**src/rtl/inv_pkg.sv**
```systemverilog
package inv_pkg;

  typedef enum logic [1:0] {
    ST_IDLE,
    ST_RUN,
    ST_PICK,
    ST_EMIT
  } inv_state_e;

  typedef enum logic [2:0] {
    STEP_HOLD,
    STEP_HALF_U,
    STEP_HALF_V,
    STEP_SUB_UV,
    STEP_SUB_VU
  } inv_step_e;

  // one-hot magnitude relation between the two remainders
  typedef struct packed {
    logic gt;
    logic lt;
    logic eq;
  } inv_rel_t;

endpackage

```
**src/rtl/inv_modsub.sv**
```systemverilog
// (x - y) mod m for x, y in [0, m)
module inv_modsub #(
  parameter int W = 16
) (
  input  logic [W-1:0] x,
  input  logic [W-1:0] y,
  input  logic [W-1:0] m,
  output logic [W-1:0] d
);
  logic [W:0]   raw;
  logic [W-1:0] wrapped;

  assign raw     = {1'b0, x} - {1'b0, y};
  assign wrapped = raw[W-1:0] + m;
  assign d       = raw[W] ? wrapped : raw[W-1:0];
endmodule

```
**src/rtl/inv_halve.sv**
```systemverilog
// x / 2 mod m for odd m; mh = m >> 1
module inv_halve #(
  parameter int W = 16
) (
  input  logic [W-1:0] x,
  input  logic [W-1:0] mh,
  output logic [W-1:0] h
);
  logic [W-1:0] shr;

  assign shr = x >> 1;
  assign h   = x[0] ? (shr + mh + W'(1)) : shr;
endmodule

```
**src/rtl/inv_cmp.sv**
```systemverilog
module inv_cmp
  import inv_pkg::*;
#(
  parameter int W = 16
) (
  input  logic [W-1:0] a,
  input  logic [W-1:0] b,
  output inv_rel_t     rel
);
  always_comb begin
    rel.gt = (a > b);
    rel.lt = (a < b);
    rel.eq = (a == b);
  end
endmodule

```
**src/rtl/inv_ctrl.sv**
```systemverilog
module inv_ctrl
  import inv_pkg::*;
#(
  parameter int ITERS = 32
) (
  input  logic clk,
  input  logic rst_n,
  input  logic start,
  output logic in_ready,
  output logic load_en,
  output logic step_en,
  output logic pick_en,
  output logic emit_en,
  output logic out_valid
);
  localparam int CW = (ITERS > 1) ? $clog2(ITERS) : 1;
  localparam logic [CW-1:0] LAST = CW'(ITERS - 1);
  localparam int LW = $clog2(ITERS + 4);
  localparam logic [LW-1:0] DUE = LW'(ITERS + 2);

  inv_state_e    state_q;
  logic [CW-1:0] cnt_q;
  logic          vld_q;

  assign in_ready  = (state_q == ST_IDLE);
  assign load_en   = start && in_ready;
  assign step_en   = (state_q == ST_RUN);
  assign pick_en   = (state_q == ST_PICK);
  assign emit_en   = (state_q == ST_EMIT);
  assign out_valid = vld_q;

  always_ff @(posedge clk or negedge rst_n) begin
    if (!rst_n) begin
      state_q <= ST_IDLE;
      cnt_q   <= '0;
      vld_q   <= 1'b0;
    end else begin
      vld_q <= (state_q == ST_EMIT);
      case (state_q)
        ST_IDLE: if (start) begin
          state_q <= ST_RUN;
          cnt_q   <= '0;
        end
        ST_RUN: begin
          cnt_q <= cnt_q + 1'b1;
          if (cnt_q == LAST) state_q <= ST_PICK;
        end
        ST_PICK: state_q <= ST_EMIT;
        default: state_q <= ST_IDLE;
      endcase
    end
  end

  // edges since acceptance, for the latency check
  logic [LW-1:0] lat_q;
  always_ff @(posedge clk or negedge rst_n) begin
    if (!rst_n)              lat_q <= '1;
    else if (load_en)        lat_q <= '0;
    else if (lat_q != '1)    lat_q <= lat_q + 1'b1;
  end


  latency_chk: assert property (@(posedge clk) disable iff (!rst_n)
    out_valid |-> (lat_q == DUE));


  pulse_chk: assert property (@(posedge clk) disable iff (!rst_n)
    out_valid |=> !out_valid);


  accept_chk: assert property (@(posedge clk) disable iff (!rst_n)
    (start && in_ready) |=> !in_ready);


  ready_at_result_chk: assert property (@(posedge clk) disable iff (!rst_n)
    out_valid |-> in_ready);
endmodule

```
**src/rtl/inv_core.sv**
```systemverilog
module inv_core
  import inv_pkg::*;
#(
  parameter int N = 16
) (
  input  logic         clk,
  input  logic         rst_n,
  input  logic         in_valid,
  output logic         in_ready,
  input  logic [N-1:0] in_a,
  input  logic [N-1:0] in_p,
  output logic         out_valid,
  output logic [N-1:0] out_inv
);
  localparam int ITERS = 2 * N;
  localparam logic [N-1:0] ONE = N'(1);

  logic load_en, step_en, pick_en, emit_en;

  inv_ctrl #(.ITERS(ITERS)) u_ctrl (
    .clk      (clk),
    .rst_n    (rst_n),
    .start    (in_valid),
    .in_ready (in_ready),
    .load_en  (load_en),
    .step_en  (step_en),
    .pick_en  (pick_en),
    .emit_en  (emit_en),
    .out_valid(out_valid)
  );

  logic [N-1:0] u_q, v_q, x1_q, x2_q, p_q, ph_q, res_q;
  logic         u_unit_q;

  // lane 0 owns (u, x1); lane 1 owns (v, x2)
  logic [N-1:0] val   [2];
  logic [N-1:0] xv    [2];
  logic [N-1:0] gap   [2];
  logic [N-1:0] xdiff [2];
  logic [N-1:0] xhalf [2];
  logic [N-1:0] xdhalf[2];

  assign val[0] = u_q;
  assign val[1] = v_q;
  assign xv[0]  = x1_q;
  assign xv[1]  = x2_q;

  for (genvar ln = 0; ln < 2; ln++) begin : g_lane
    localparam int OT = 1 - ln;

    assign gap[ln] = val[ln] - val[OT];

    inv_modsub #(.W(N)) u_xsub (
      .x(xv[ln]), .y(xv[OT]), .m(p_q), .d(xdiff[ln])
    );
    inv_halve #(.W(N)) u_xhalf (
      .x(xv[ln]), .mh(ph_q), .h(xhalf[ln])
    );
    inv_halve #(.W(N)) u_dhalf (
      .x(xdiff[ln]), .mh(ph_q), .h(xdhalf[ln])
    );
  end

  inv_rel_t rel;
  inv_cmp #(.W(N)) u_cmp (.a(u_q), .b(v_q), .rel(rel));

  inv_step_e step;
  always_comb begin
    if (u_q == ONE || v_q == ONE) step = STEP_HOLD;
    else if (!u_q[0])             step = STEP_HALF_U;
    else if (!v_q[0])             step = STEP_HALF_V;
    else if (rel.gt)              step = STEP_SUB_UV;
    else if (rel.lt)              step = STEP_SUB_VU;
    else                          step = STEP_HOLD;
  end

  always_ff @(posedge clk or negedge rst_n) begin
    if (!rst_n) begin
      u_q      <= '0;
      v_q      <= '0;
      x1_q     <= '0;
      x2_q     <= '0;
      p_q      <= '0;
      ph_q     <= '0;
      res_q    <= '0;
      u_unit_q <= 1'b0;
    end else begin
      if (load_en) begin
        u_q  <= in_a;
        v_q  <= in_p;
        x1_q <= ONE;
        x2_q <= '0;
        p_q  <= in_p;
        ph_q <= in_p >> 1;
      end else if (step_en) begin
        case (step)
          STEP_HALF_U: begin u_q <= u_q >> 1;    x1_q <= xhalf[0];  end
          STEP_HALF_V: begin v_q <= v_q >> 1;    x2_q <= xhalf[1];  end
          STEP_SUB_UV: begin u_q <= gap[0] >> 1; x1_q <= xdhalf[0]; end
          STEP_SUB_VU: begin v_q <= gap[1] >> 1; x2_q <= xdhalf[1]; end
          default: ;
        endcase
      end
      if (pick_en) u_unit_q <= (u_q == ONE);
      if (emit_en) res_q <= u_unit_q ? x1_q : x2_q;
    end
  end

  assign out_inv = res_q;


  x_range_chk: assert property (@(posedge clk) disable iff (!rst_n)
    !in_ready |-> (x1_q < p_q && x2_q < p_q));


  settle_chk: assert property (@(posedge clk) disable iff (!rst_n)
    pick_en |-> (u_q == ONE || v_q == ONE || u_q == '0));


  rel_onehot_chk: assert property (@(posedge clk) disable iff (!rst_n)
    $countones({rel.gt, rel.lt, rel.eq}) == 1);


  out_range_chk: assert property (@(posedge clk) disable iff (!rst_n)
    out_valid |-> (out_inv < p_q));
endmodule

```
**config.mk**
```make
export PLATFORM = sky130hd
export DESIGN_NAME = inv_core
export DESIGN_NICKNAME = d
export VERILOG_FILES = /design/src/rtl/inv_pkg.sv /design/src/rtl/inv_modsub.sv /design/src/rtl/inv_halve.sv /design/src/rtl/inv_cmp.sv /design/src/rtl/inv_ctrl.sv /design/src/rtl/inv_core.sv
export SDC_FILE = /design/constraint.sdc
export NUM_CORES = 1
export LEC_CHECK = 0
export ABC_AREA = 1
export BUFFER_PORTS_ARGS = -buffer_cell sky130_fd_sc_hd__buf_4
export CORE_MARGIN = 5
export CORE_UTILIZATION = 42
export CTS_BUF_LIST = sky130_fd_sc_hd__clkbuf_16
export DETAILED_ROUTE_END_ITERATION = 10
export GPL_TIMING_DRIVEN = 1
export PLACE_DENSITY = 0.63
export SLEW_MARGIN = 25
export SYNTH_ARGS = -nofsm -noshare
export SYNTH_HDL_FRONTEND = slang
export SYNTH_SLANG_ARGS = --single-unit
```
**constraint.sdc**
```tcl
create_clock -name clk -period 4.5 [get_ports clk]
set_clock_uncertainty 0.2 [all_clocks]
set_input_delay 0.225 -clock clk [delete_from_list [all_inputs] [get_ports clk]]
set_output_delay 0.225 -clock clk [all_outputs]
set_load 0.05 [all_outputs]
```
==> results of run 1 <==
final timing paths:
kind | slack [ps] | cells after the start | startpoint | to
max in group asynchronous | 2790 | 3 | rst_n | out_inv[4]
min in group asynchronous | 310 | 2 | rst_n | u_ctrl.out_valid
worst min-delay path | 10 | 3 | in_p[3] | p_q[3]
worst max-delay path | 60 | 32 | x2_q[0] | x2_q[13]
worst min register to register | 300 | 2 | u_ctrl.cnt_q[4] | u_ctrl.cnt_q[4]
worst max register to register | 60 | 32 | x2_q[0] | x2_q[13]
stage by stage:
stage	util (%)	worst slack, ps	std cells	setup TNS, ps
3_5_place_dp	50.19	-375.1	3210	-2993
4_1_cts	52.88	-42.33	3264	-42.33
6_report	58.27	57.08	3290	0
5_1_grt	58.27	-173.5	3290	-1721
2_1_floorplan	-	0.2873	2499	0
3_3_place_gp	50.19	-361.9	3210	-2524
layout make-up:
class,count,area (µm²)
clock buffer,9,225.2
inverter,330,1244
timing repair buffer,381,2945
multi-input combinational,2003,12540
clock inverter,7,68.82
tap,455,569.3
sequential,105,2635
fill,3316,14490
placed cells by master, fill, tap and decap left out, drive strengths merged, types with 6 or more instances in the layout:
master       synthesis  layout
xnor2               19      19
and2                18      18
clkbuf              23       9
clkinv               2       6
nor3                17      17
xor2                42      42
o21ai              116     116
nand3b               9       9
nand2              842     842
fa                  10      10
nand4               27      27
dfrtp              105     105
o211ai              19      19
inv                328     329
dlygate4sd3          0      31
nand3              246     246
o21bai              13      13
buf                 38     350
nor2               235     235
a21o                 9       9
a21oi              189     189
or2                 11      11
ha                 161     161
worst max-delay path: cells and delay by family, from the launching register on:
family | cells | cell delay [ps]
adder cells (fa/ha/maj) | 4 | 1110
buffers and inverters | 3 | 190
flip-flops | 1 | 460
AND/OR/NAND/NOR | 20 | 1550
AO/OA/AOI/OAI | 5 | 790
synth_stat cells (all sizes together), types with 2 or more instances:
| library cell | n | area, µm² |
|---|---|---|
| a21boi | 2 | 15.01 |
| a21o | 9 | 67.56 |
| a21oi | 189 | 957.2 |
| and2 | 18 | 113.9 |
| buf | 38 | 250.2 |
| clkbuf | 23 | 92.58 |
| clkinv | 2 | 7.510 |
| dfrtp | 105 | 2628 |
| fa | 10 | 200.2 |
| ha | 161 | 2014 |
| inv | 328 | 1231 |
| nand2 | 842 | 3186 |
| nand3 | 246 | 1241 |
| nand3b | 9 | 67.56 |
| nand4 | 27 | 181.4 |
| nor2 | 235 | 894.6 |
| nor3 | 17 | 101.4 |
| nor4 | 3 | 18.77 |
| o211ai | 19 | 142.6 |
| o21a | 4 | 30.03 |
| o21ai | 116 | 588.1 |
| o21bai | 13 | 97.59 |
| o22ai | 4 | 25.02 |
| o31ai | 3 | 22.52 |
| or2 | 11 | 68.82 |
| xnor2 | 19 | 166.4 |
| xor2 | 42 | 367.9 |
registers in the layout (all words and copies together), names as in the netlist:
register	count
u_ctrl.state_q	2
p_q	16
u_ctrl.out_valid	1
u_ctrl.cnt_q	5
u_q	16
x1_q	16
out_inv	16
u_unit_q	1
x2_q	16
v_q	16
per-layer routing:
layer	part of all wire (%)	routed length [µm]
met1	42	27050
met2	46	29510
met3	7.3	4710
met4	5.1	3291
met5	0.015	10
repair_timing:
| item | 4_1_cts | 5_1_grt |
|---|---|---|
| hold buffers | 31 | 0 |
| endpoints found under the hold margin | 89 | 0 |
| resized for setup | 60 | 353 |
| setup endpoints to repair | 20 | 24 |
| pin swaps | 10 | 131 |
| setup buffers | 7 | 25 |
logic make-up (layout without fill, tap and decap cells):
kind of cell,after synthesis,after routing
AOI/OAI and AO/OA,362,362
xor gates and xnor gates,61,61
adders and majority gates,171,171
buffers and inverters,391,727
and+or+nand+nor,1409,1409
DFF,105,105
==> results.ini, run 1 <==
[synth]
synth-xor-area-share_pct=3.608
syn-num-nets=2705
synth_fa_ha_area_share_pct=14.96
synthArstFlopShare_pct=100.0
synth-simple-area-share_pct=39.70
synth_top_family_by_area=simple AND/OR/NAND/NOR gates
netlist_instances=2499
synth_cell_types=47
avgSynthCellArea_um2=5.926
ys_warn_count=0
synth_edf_count=0
syn_area_um2=14810
ys.flop_type=dfrtp_1
synth-compound-area-share_pct=13.31
ys_ff_latch=105
yosys-mux-area-fraction_pct=0
ys_seq_area_share_pct=17.74

[global_route]
grt_pass1_vias=17210
grt_use_met2_pct=49.95
grt_use_met1_pct=41.64
overflow=0
grt_pass1_wl_mm=96.01
track_usage_pct=31.22
top_usage_layer=met2
grtUsageMet3_pct=4.747
antenna_found_initial=2
grt_max_degree=56

[clocking]
clk_pin_slew_ps=80
cts_buffer_depth=2
cts-buffers-inserted=9
clock_latency_ps=370
cts_tree=built
htreeDepth=3
cts.sinks=105
cts_root_buf=clkbuf_16

[critical_path]
arrival_ps=4510
cp-end-kind=flop
crit_type=flop to flop
crit_required_ps=4560
critPathLaunchType=flop
max_stage_delay_ps=460
cp_slowest_cell=dfrtp_2
cpMostUsedCell=nand2_2
crit_fanout=5

[cells_and_area]
num_antenna_cells=0
area.growth.synth_to_final_pct=36.59
fin_area_um2=20230
final_nets=3036
drive_gt1_share_pct=25.86

[placed_design]
port_buffers=52
dp_hpwl_mm=50.07
place_congestion=1.056
place_area_um2=17420

[job]
max_cap_violations=0

[timing]
hold_ws_ps=12.63
fin_crit_sh_pct=98.73
worstMarginPinSlew_ps=1126
slew_violations=0
maxSlewHeadroom_pct=24.92
fmax_mhz=225.1
rsz0062_at_grt=yes
setup_viol=0
hold_viol_final=0
finalCriticalPeriod_ps=4443

[route]
detailedRoute.firstIterationViolations=1475
firstDrtPassIters=6
routedWlPerCell_um=19.63
vias=18130
routed_wl_mm=64.57
ant_nets=0
drc=0
avgViaCountPerCell=5.510

[floorplanning]
start_util_pct=42.66
core-area_um2=34710
ioPinCount=53
die_x_um=197.8
rows=68
die-area_um2=39110
die_h_um=197.8

[run_status]
status=complete, no violations

[hold_path]
hp-class=input pin to flop

Power of run 1 is left out: the tool's default activity adds up to more than one toggle a clock period on the data nets, which glitch-free logic cannot reach.
==> inputs of run 2 (changes only) <==
--- a/config.mk
+++ b/config.mk
@@ -6,14 +6,16 @@
 export NUM_CORES = 1
 export LEC_CHECK = 0
 export ABC_AREA = 1
-export BUFFER_PORTS_ARGS = -buffer_cell sky130_fd_sc_hd__buf_4
+export BUFFER_PORTS_ARGS = -buffer_cell sky130_fd_sc_hd__buf_2
 export CORE_MARGIN = 5
 export CORE_UTILIZATION = 42
 export CTS_BUF_LIST = sky130_fd_sc_hd__clkbuf_16
 export DETAILED_ROUTE_END_ITERATION = 10
 export GPL_TIMING_DRIVEN = 1
+export MAX_ROUTING_LAYER = met4
 export PLACE_DENSITY = 0.63
 export SLEW_MARGIN = 25
 export SYNTH_ARGS = -nofsm -noshare
 export SYNTH_HDL_FRONTEND = slang
+export SYNTH_HIERARCHICAL = 1
 export SYNTH_SLANG_ARGS = --single-unit
==> run 2 against run 1 <==
The flow now finishes with violations (negative setup slack). Synthesized cell count is 11% higher. Fmax is 2.0% lower. Critical path depth stayed put.
==> results.ini, run 2 <==
[cells_and_area]
fin_area_um2=20920  ; was 20230 µm²
num_antenna_cells=0  ; unchanged
final_nets=3305  ; was 3036
mostFrequentLayoutCells=nand2_1 (969), inv_1 (406), buf_4 (270), nand3_1 (173), nor2_1 (164)  ; was nand2_1 (762), buf_4 (348), inv_1 (297), nand3_1 (218), nor2_1 (204)
area.growth.synth_to_final_pct=28.26  ; was 36.59%
drive_gt1_share_pct=23.66  ; was 25.86%
final_common_cell=nand2_1  ; unchanged

[route]
drc=0  ; unchanged
firstDrtPassIters=6  ; unchanged
ant_nets=0  ; unchanged
routedWlPerCell_um=17.14  ; was 19.63 µm
avgViaCountPerCell=5.139  ; was 5.510
routed_wl_mm=61.79  ; was 64.57 mm
detailedRoute.firstIterationViolations=1157  ; was 1475
vias=18520  ; was 18130

[timing]
worstMarginPinSlew_ps=993.1  ; was 1126 ps
rsz0062_at_grt=yes  ; unchanged
slew_violations=0  ; unchanged
setup_viol=2  ; was 0
finalCriticalPeriod_ps=4532  ; was 4443 ps
fin_ws_ps=-32.48  ; was 57.08 ps
hold_ws_ps=72.53  ; was 12.63 ps
fin_crit_sh_pct=100.7  ; was 98.73%
maxSlewHeadroom_pct=33.79  ; was 24.92%
fmax_mhz=220.6  ; was 225.1 MHz
hold_viol_final=0  ; unchanged

[critical_path]
reg2reg_from=x1_q[0]  ; was x2_q[0]
rr_worst_depth=32  ; unchanged
crit_start=x1_q[0]  ; was x2_q[0]
r2r_end=x1_q[15]  ; was x2_q[13]
cpMostUsedCell=nand2_4  ; was nand2_2
critPathLaunchType=flop  ; unchanged
cp_slowest_cell=dfrtp_1  ; was dfrtp_2
arrival_ps=4660  ; was 4510 ps
cp-end-kind=flop  ; unchanged
crit_required_ps=4620  ; was 4560 ps
crit_type=flop to flop  ; unchanged
reg2reg_slack_ps=-30  ; was 60 ps
crit_fanout=4  ; was 5
max_stage_delay_ps=390  ; was 460 ps

[floorplanning]
start_util_pct=42.31  ; was 42.66%
die-area_um2=42880  ; was 39110 µm²
rows=72  ; was 68
die_x_um=207.1  ; was 197.8 µm
die_h_um=207.1  ; was 197.8 µm
core-area_um2=38560  ; was 34710 µm²
ioPinCount=53  ; unchanged

[clocking]
clock_latency_ps=390  ; was 370 ps
cts_root_buf=clkbuf_16  ; unchanged
cts_tree=built  ; unchanged
cts-buffers-inserted=9  ; unchanged
cts.sinks=105  ; unchanged
clk_pin_slew_ps=80  ; about the same
htreeDepth=3  ; unchanged
cts_buffer_depth=2  ; unchanged

[job]
max_cap_violations=0  ; unchanged

[synth]
synth_fa_ha_area_share_pct=14.88  ; was 14.96%
synth-compound-area-share_pct=10.98  ; was 13.31%
yosysTopAreaCell=nand2_1  ; unchanged
synth_most_common_cell=nand2_1  ; unchanged
synth_top_family_by_area=simple AND/OR/NAND/NOR gates  ; unchanged
synthArstFlopShare_pct=100.0  ; unchanged
avgSynthCellArea_um2=5.898  ; was 5.926 µm²
synth_top_area_share_pct=24.02  ; was 21.09%
synth_edf_count=0  ; unchanged
synth-simple-area-share_pct=41.90  ; was 39.70%
yosys-mux-area-fraction_pct=0  ; unchanged
synth_cell_types=51  ; was 47
ys_warn_count=6  ; was 0
synth-xor-area-share_pct=3.382  ; was 3.608%
ys_seq_area_share_pct=16.11  ; was 17.74%
netlist_instances=2766  ; was 2499
syn_area_um2=16310  ; was 14810 µm²
ys.flop_type=dfrtp_1  ; unchanged
ys_top_cells_by_count=nand2_1 (1044), inv_1 (420), nand3_1 (193), nor2_1 (186), ha_1 (178)  ; was nand2_1 (832), inv_1 (323), nand3_1 (244), nor2_1 (232), a21oi_1 (188)
ys_ff_latch=105  ; unchanged
synth_area_leaders=nand2_1 (24%), dfrtp_1 (16%), ha_1 (14%)  ; was nand2_1 (21%), dfrtp_1 (18%), ha_1 (14%)

[placed_design]
place_congestion=1.003  ; was 1.056
dp_hpwl_mm=49.25  ; was 50.07 mm
dp_slack_ps=-280.2  ; was -375.1 ps
place_area_um2=18660  ; was 17420 µm²
port_buffers=52  ; unchanged

[global_route]
antenna_found_initial=0  ; was 2
grt_pass1_vias=17610  ; was 17210
overflow=0  ; unchanged
grt_max_degree=63  ; was 56
grt_pass1_wl_mm=95.57  ; was 96.01 mm
track_usage_pct=28.31  ; was 31.22%

[run_status]
violations=negative setup slack
status=complete, but fails checks  ; was complete, no violations

[hold_path]
hp-class=input pin to flop  ; unchanged
min_to=u_ctrl/cnt_q[0]  ; was p_q[3]
hold_path_startpoint=in_valid  ; was in_p[3]
hold_depth=4  ; was 3

-- run 2: layer usage --
metal	wire, µm	vias to the layer above	GRT usage (%)
met1	27620	8622	37.74
li1	-	9287	-
met3	3290	93	2.663
met2	28920	518	45.91
met4	1956	0	8.573
met5	0	-	-
-- run 2: worst max path at each step --
stage               end  depth (start not counted)
2_1_floorplan  x1_q[14]                         32
3_3_place_gp   x1_q[14]                         32
3_5_place_dp   x2_q[15]                         29
4_1_cts        x1_q[14]                         32
5_1_grt        x1_q[15]                         32
6_report       x1_q[15]                         32
-- run 2: critical path, delay by kind of cell, from the launching register on --
family                     cells  cell delay [ps]
AOI/OAI and AO/OA              2              130
buffers and inverters          3              180
adders and majority gates      4             1120
and+or+nand+nor               23             2430
DFF                            1              390
-- run 2: repair_timing --
| action | CTS | global route |
|---|---|---|
| gates cloned | 0 | 0 |
| buffers inserted | 5 | 27 |
| setup endpoints to repair | 19 | 25 |
| hold buffers | 34 | 0 |
| endpoints found under the hold margin | 144 | 0 |
| gates resized for setup | 72 | 241 |
| pin swaps | 17 | 110 |
-- run 2: layout make-up --
class | count | area (µm²)
clock buffer | 9 | 225.2
sequential | 105 | 2640
multi-input combinational | 2163 | 13030
timing repair buffer | 358 | 2665
clock inverter | 6 | 37.54
inverter | 445 | 1680
tap | 518 | 648.1
fill | 3974 | 17630
-- run 2: stage by stage --
step | cells | util, % | TNS (ps)
floorplan | 2769 | - | 0
global placement | 3524 | 48.40 | -2289
detailed placement | 3524 | 48.40 | -2667
CTS | 3577 | 51.12 | -35.50
global route | 3604 | 54.26 | -1925
finish | 3604 | 54.26 | -58.89
-- run 2: logic make-up after synthesis --
family,after synthesis
other,1
DFF,105
AOI/OAI and AO/OA,316
buffers and inverters,501
adders and majority gates,188
and+or+nand+nor,1592
xor gates and xnor gates,63
Power of run 2 is left out for the same reason.
